$ cat config.mk
export PLATFORM = sky130hd
export DESIGN_NAME = eth_rx_addr_filter
export DESIGN_NICKNAME = d
export VERILOG_FILES = /design/src/rtl/eth_rx_addr_filter.sv
export SDC_FILE = /design/constraint.sdc
export NUM_CORES = 1
export LEC_CHECK = 0
export ABC_AREA = 1
export BUFFER_PORTS_ARGS = -buffer_cell sky130_fd_sc_hd__buf_2
export CELL_PAD_IN_SITES_DETAIL_PLACEMENT = 0
export CELL_PAD_IN_SITES_GLOBAL_PLACEMENT = 2
export CORE_AREA = 3 3 343 345
export CTS_BUF_LIST = sky130_fd_sc_hd__clkbuf_8
export DETAILED_ROUTE_END_ITERATION = 16
export DIE_AREA = 0 0 346 348
export MAX_ROUTING_LAYER = met4
export PLACE_DENSITY = 0.84
export RECOVER_POWER = 50
export REMOVE_ABC_BUFFERS = 1
export SKIP_LAST_GASP = 1
export SLEW_MARGIN = 20
export SYNTH_ARGS = -nofsm -noshare
export SYNTH_HDL_FRONTEND = slang
export SYNTH_SLANG_ARGS = --single-unit
$ cat constraint.sdc
create_clock -name clk -period 3.3 [get_ports clk]
set_input_delay 0.66 -clock clk [delete_from_list [all_inputs] [get_ports clk]]
set_output_delay 0.66 -clock clk [all_outputs]
set_load 0.02 [all_outputs]
$ cat src/rtl/eth_rx_addr_filter.sv
module eth_rx_addr_filter #(
  parameter int NUM_EXACT = 15,
  parameter int HASH_REGS = 8,
  parameter int REG_W     = 32
) (
  input  logic                         clk,
  input  logic                         rst_n,
  input  logic                         addr_valid,
  input  logic [47:0]                  dst_addr,
  input  logic [47:0]                  station_addr,
  input  logic [32*NUM_EXACT-1:0]      exact_hi,
  input  logic [16*NUM_EXACT-1:0]      exact_lo,
  input  logic [NUM_EXACT-1:0]         exact_en,
  input  logic                         hash_wr_en,
  input  logic [$clog2(HASH_REGS)-1:0] hash_wr_sel,
  input  logic [REG_W-1:0]             hash_wr_data,
  input  logic                         hash_clear,
  input  logic                         bc_reject,
  input  logic                         uc_promisc,
  input  logic                         mc_promisc,
  output logic                         done,
  output logic                         accept
);
  localparam int SEL_W  = $clog2(HASH_REGS);
  localparam int BIT_W  = $clog2(REG_W);
  localparam int IDX_W  = SEL_W + BIT_W;
  localparam int OCTETS = 6;

  logic [HASH_REGS-1:0][REG_W-1:0] table_q;
  logic [47:0] addr_q, shift_q;
  logic [31:0] crc_q;
  logic [2:0]  cnt_q;
  logic        busy_q, done_q, accept_q;

  function automatic logic [31:0] crc_octet(input logic [31:0] c, input logic [7:0] d);
    logic [31:0] r;
    r = c;
    for (int i = 0; i < 8; i++)
      r = (r[0] ^ d[i]) ? ((r >> 1) ^ 32'hEDB8_8320) : (r >> 1);
    return r;
  endfunction

  logic [31:0]        fcs;
  logic [IDX_W-1:0]   idx;
  logic [NUM_EXACT-1:0] exact_eq;
  logic               last, is_bcast, is_group, bucket_hit, exact_hit, verdict;

  assign last       = busy_q && (cnt_q == 3'(OCTETS));
  assign fcs        = ~crc_q;
  assign idx        = fcs[31 -: IDX_W];
  assign bucket_hit = table_q[idx[IDX_W-1 -: SEL_W]][idx[BIT_W-1:0]];
  assign is_bcast   = &addr_q;
  assign is_group   = addr_q[40];
  assign exact_hit  = |exact_eq;

  for (genvar i = 0; i < NUM_EXACT; i++) begin : g_exact
    assign exact_eq[i] = exact_en[i] &&
                         ({exact_hi[32*i +: 32], exact_lo[16*i +: 16]} == addr_q);
  end

  assign verdict = is_bcast ? !bc_reject :
                   is_group ? (mc_promisc || exact_hit || bucket_hit) :
                              (uc_promisc || exact_hit || (addr_q == station_addr));

  always_ff @(posedge clk or negedge rst_n) begin
    if (!rst_n) begin
      table_q <= '0;
    end else if (hash_clear) begin
      table_q <= '0;
    end else if (hash_wr_en) begin
      table_q[hash_wr_sel] <= hash_wr_data;
    end
  end

  always_ff @(posedge clk or negedge rst_n) begin
    if (!rst_n) begin
      busy_q   <= 1'b0;
      addr_q   <= '0;
      shift_q  <= '0;
      crc_q    <= '1;
      cnt_q    <= '0;
      done_q   <= 1'b0;
      accept_q <= 1'b0;
    end else begin
      done_q   <= last;
      accept_q <= last && verdict;
      if (!busy_q) begin
        if (addr_valid) begin
          busy_q  <= 1'b1;
          addr_q  <= dst_addr;
          shift_q <= dst_addr;
          crc_q   <= '1;
          cnt_q   <= '0;
        end
      end else if (!last) begin
        crc_q   <= crc_octet(crc_q, shift_q[47:40]);
        shift_q <= shift_q << 8;
        cnt_q   <= cnt_q + 3'd1;
      end else begin
        busy_q <= 1'b0;
      end
    end
  end

  assign done   = done_q;
  assign accept = accept_q;

  a_r11_accept_only_with_done: assert property (@(posedge clk) disable iff (!rst_n)
    !done |-> !accept);
  a_r2_single_pulse: assert property (@(posedge clk) disable iff (!rst_n)
    done |=> !done);
  a_r2_strobe_starts: assert property (@(posedge clk) disable iff (!rst_n)
    (!busy_q && addr_valid) |=> (busy_q && !done));
  a_r9_bcast_reject: assert property (@(posedge clk) disable iff (!rst_n)
    (last && (&addr_q) && bc_reject) |=> (done && !accept));
  a_r10_uc_promisc: assert property (@(posedge clk) disable iff (!rst_n)
    (last && !addr_q[40] && uc_promisc) |=> accept);
  a_r8_clear: assert property (@(posedge clk) disable iff (!rst_n)
    hash_clear |=> (table_q == '0));
endmodule

==> impl_results.md <==
- CTS sink count: 390
- Clock Skews: approximately 0.035 ns
- Delay of the slowest cell on the worst path: 1.00 ns
- Synth top cells by count: nand2_1 (917), nand3_1 (563), o21ai_0 (508), nor2_1 (370), dfrtp_1 (358)
- Skew-Pair Late Insertion Delay: 0.66 ns
- Most used routing layer: met2
- Synth warn: 0
- Critical path data arrival time: 3.95 ns
- Lkg Pwr: about 17 nW
- CP bufs+invs: 1
- HP Start: dst_addr[12]
- Worst vdd ir: 636 uV
- Clk buf depth: 3
- Worst-Margin Slew: 2.31 ns
- Core area: approximately 110000 sq um
- Delay-heaviest family, CP: simple AND/OR/NAND/NOR gates
- Initial drt markers: 4411
- Gr usage total: 0.380
- Hold Fails Final Rpt: 0
- Vias in the first global route: 33295
- Distinct cells, synth: 43
- CTS H-tree depth: 3
- Post-synthesis cell area: 28000 sq um
- PostCTS Resize Cnt: 0
- Post-synthesis sequential area ratio: 0.350
- Count leader, synth: nand2_1
- Setup ws final: -0.0692 ns
- Largest net degree at the start of global routing: 133
- Gpl congestion: 1.11
- P per Cell Area: 926 nW/um^2
- Slew Limit Fails: roughly 140
- Final antenna-violating net count: 0
- Total gr overflow: 0
- Rows: ~120
- Met1 usage: 0.468
- Post-Route WL: ~230 mm
- FF-to-FF Start: addr_q[42]
- Cell mode on critical path: nor2_1
- Crit-path slowest cell: nor3_1
- CTS tree: built
- Status: finished, violations left
- Via Count: 35429
- Relative slew slack: -0.540
- Final worst path period need: roughly 3.4 ns
- Largest area contributor in the netlist: dfrtp_1
- Final std cells w/o fill: 6559
- Dpl cells: 6308
- Crit path launch type: register
- Failing checks: capacitance limit, slew limit, setup timing
- Avg Cell Area, Syn: 6.96 sq um
- WL/cell: between 30 and 40 microns
- Top Ports: 876
- Die footprint: 120000 sq um
- Ys async rst share: 1.00
- Total of max-cap violations: 2
- Nets: 5748
- #FFs+latches synth: 390
- Post-synth top area share: 0.320
- Starting Density: 0.244
- Critical Path Fanout Max: 6
- Fin util: 0.318
- Drt first pass iters: 6
- Area of the multi-input gates: 16200 sq um
- Ys flop type: dfrtp_1
- Crit-path cells: buf_4, xor2_1, nor3_1, nand3_1, nor2_1, nand2_1, nand2_1, nor2_1, nand3_1, nor2_1, a21oi_1
- P&R area growth vs syn: 30.4%
- DRC: 0
- Global Route met2 Usage: 0.563
- RSZ-0062 raised after global routing: no
- Die width: 346 microns
- Synth area leaders: dfrtp_1 (32%), nand2_1 (12%), nand3_1 (10%), o21ai_0 (9.1%), xor2_1 (6.6%)
- WP data required: 3.88 ns
- Achievable Freq: 297 MHz
- Root Driver: clkbuf_8
- Drt via density: 5.40
- Register area: approximately 10000 sq um
- Critical path type: reg2reg
- Fin crit share: 1.02
- Share of layout cells above drive strength 1: 0.251
- Tightest Hold Check Type: in2reg
- Syn Inst Count: 4016
- Post-synth EDFFs: 0
- Met3 GRT Util: 0.110
- Post-DP HPWL: 188 mm
- Die height: 348 microns
- Initial antenna violation count: 149
- Global-route wire length before repair: 303 mm
- Fillcell total: roughly 13000
- Number of I/O port buffers: about 900
- Count of final setup violators: 1
- Num CTS Buffers: 73
- CP Launch Point: addr_q[42]
- Clock transition at path regs: around 0.060 ns
- Setup crit end kind: register
## placed cells by master, fill, tap and decap left out, types with 64 or more instances in the layout
cell	instances
a21oi_1	68
buf_2	874
buf_4	155
clkbuf_8	89
dfrtp_1	355
diode_2	119
inv_1	180
nand2_1	915
nand3_1	563
nand4_1	64
nor2_1	370
o21ai_0	508
o22ai_1	136
xnor2_1	124
xor2_1	212
## final timing paths
| kind | end | slack, ns | depth (start not counted) |
|---|---|---|---|
| min in group asynchronous | table_q[15] | 1.20 | 2 |
| worst max register to register | accept | -0.07 | 11 |
| worst max-delay path | accept | -0.07 | 11 |
| worst min-delay path | addr_q[12] | 0.26 | 3 |
| worst min register to register | crc_q[21] | 0.48 | 2 |
| max in group asynchronous | table_q[20] | 0.48 | 3 |
## repair_timing
item | 4_1_cts | 5_1_grt
buffers inserted | 0 | 0
hold buffers | 1 | 0
endpoints found under the hold margin | 11 | 0
## cell type report
class / instances / area share
clock buffer: 89 / 0.0336
clock inverter: 42 / 0.00604
multi-input combinational: 3154 / 0.446
inverter: 188 / 0.0194
sequential: 390 / 0.269
timing repair buffer: 1065 / 0.166
tap: 1512 / 0.0519
antenna: 119 / 0.00817
## cells by family (layout without fill, tap and decap cells)
group / count (synthesis) / in the layout / synth area share
xor gates and xnor gates: 348 / 348 / 0.113
adders and majority gates: 2 / 2 / 0.000895
other: 0 / 119 / 0
DFF: 390 / 390 / 0.350
buffers and inverters: 472 / 1384 / 0.0695
AOI/OAI and AO/OA: 806 / 806 / 0.162
and+or+nand+nor: 1998 / 1998 / 0.304
## per-layer routing
metal | wire length (microns) | vias up
li1 | - | 15400
met1 | 92100 | 17467
met2 | 102000 | 2113
met3 | 24300 | 449
met4 | 13900 | 0
met5 | 0 | -
## stage by stage
step	instance area, sq um	power, mW	hold WS, ns	TNS (ns)	setup WS [ns]
after floorplan	26700	17.6	0.364	-233.68	-1.88
after global placement	34800	28.3	0.466	0	0.0512
after detailed placement	34800	28.3	0.466	0	0.0689
after CTS	36200	33.2	0.229	0	0.0753
after global routing	36400	35.1	0.265	0	0.000798
final	36500	33.8	0.261	-0.0692	-0.0692
## tightest hold or removal path, delay by kind of cell
family          cells  cell delay [ns]
simple gates        1             0.05
buf+inv             1             0.08
compound gates      1             0.10
## power breakdown
| group | internal [mW] | switching (mW) | total [mW] | leakage (nW) |
|---|---|---|---|---|
| clock network | 2.53 | 2.25 | 4.78 | 0.855 |
| logic | 6.76 | 15.5 | 22.2 | 10.7 |
| registers | 5.91 | 0.830 | 6.74 | 5.07 |
| total | 15.2 | 18.6 | 33.8 | 16.6 |
## flip-flops by register name (all words and copies together) (netlist names)
name	cells
cnt_q	3
crc_q	32
done	1
accept	1
table_q	256
shift_q	48
busy_q	1
addr_q	48
Power figures use the tool's default switching activity.
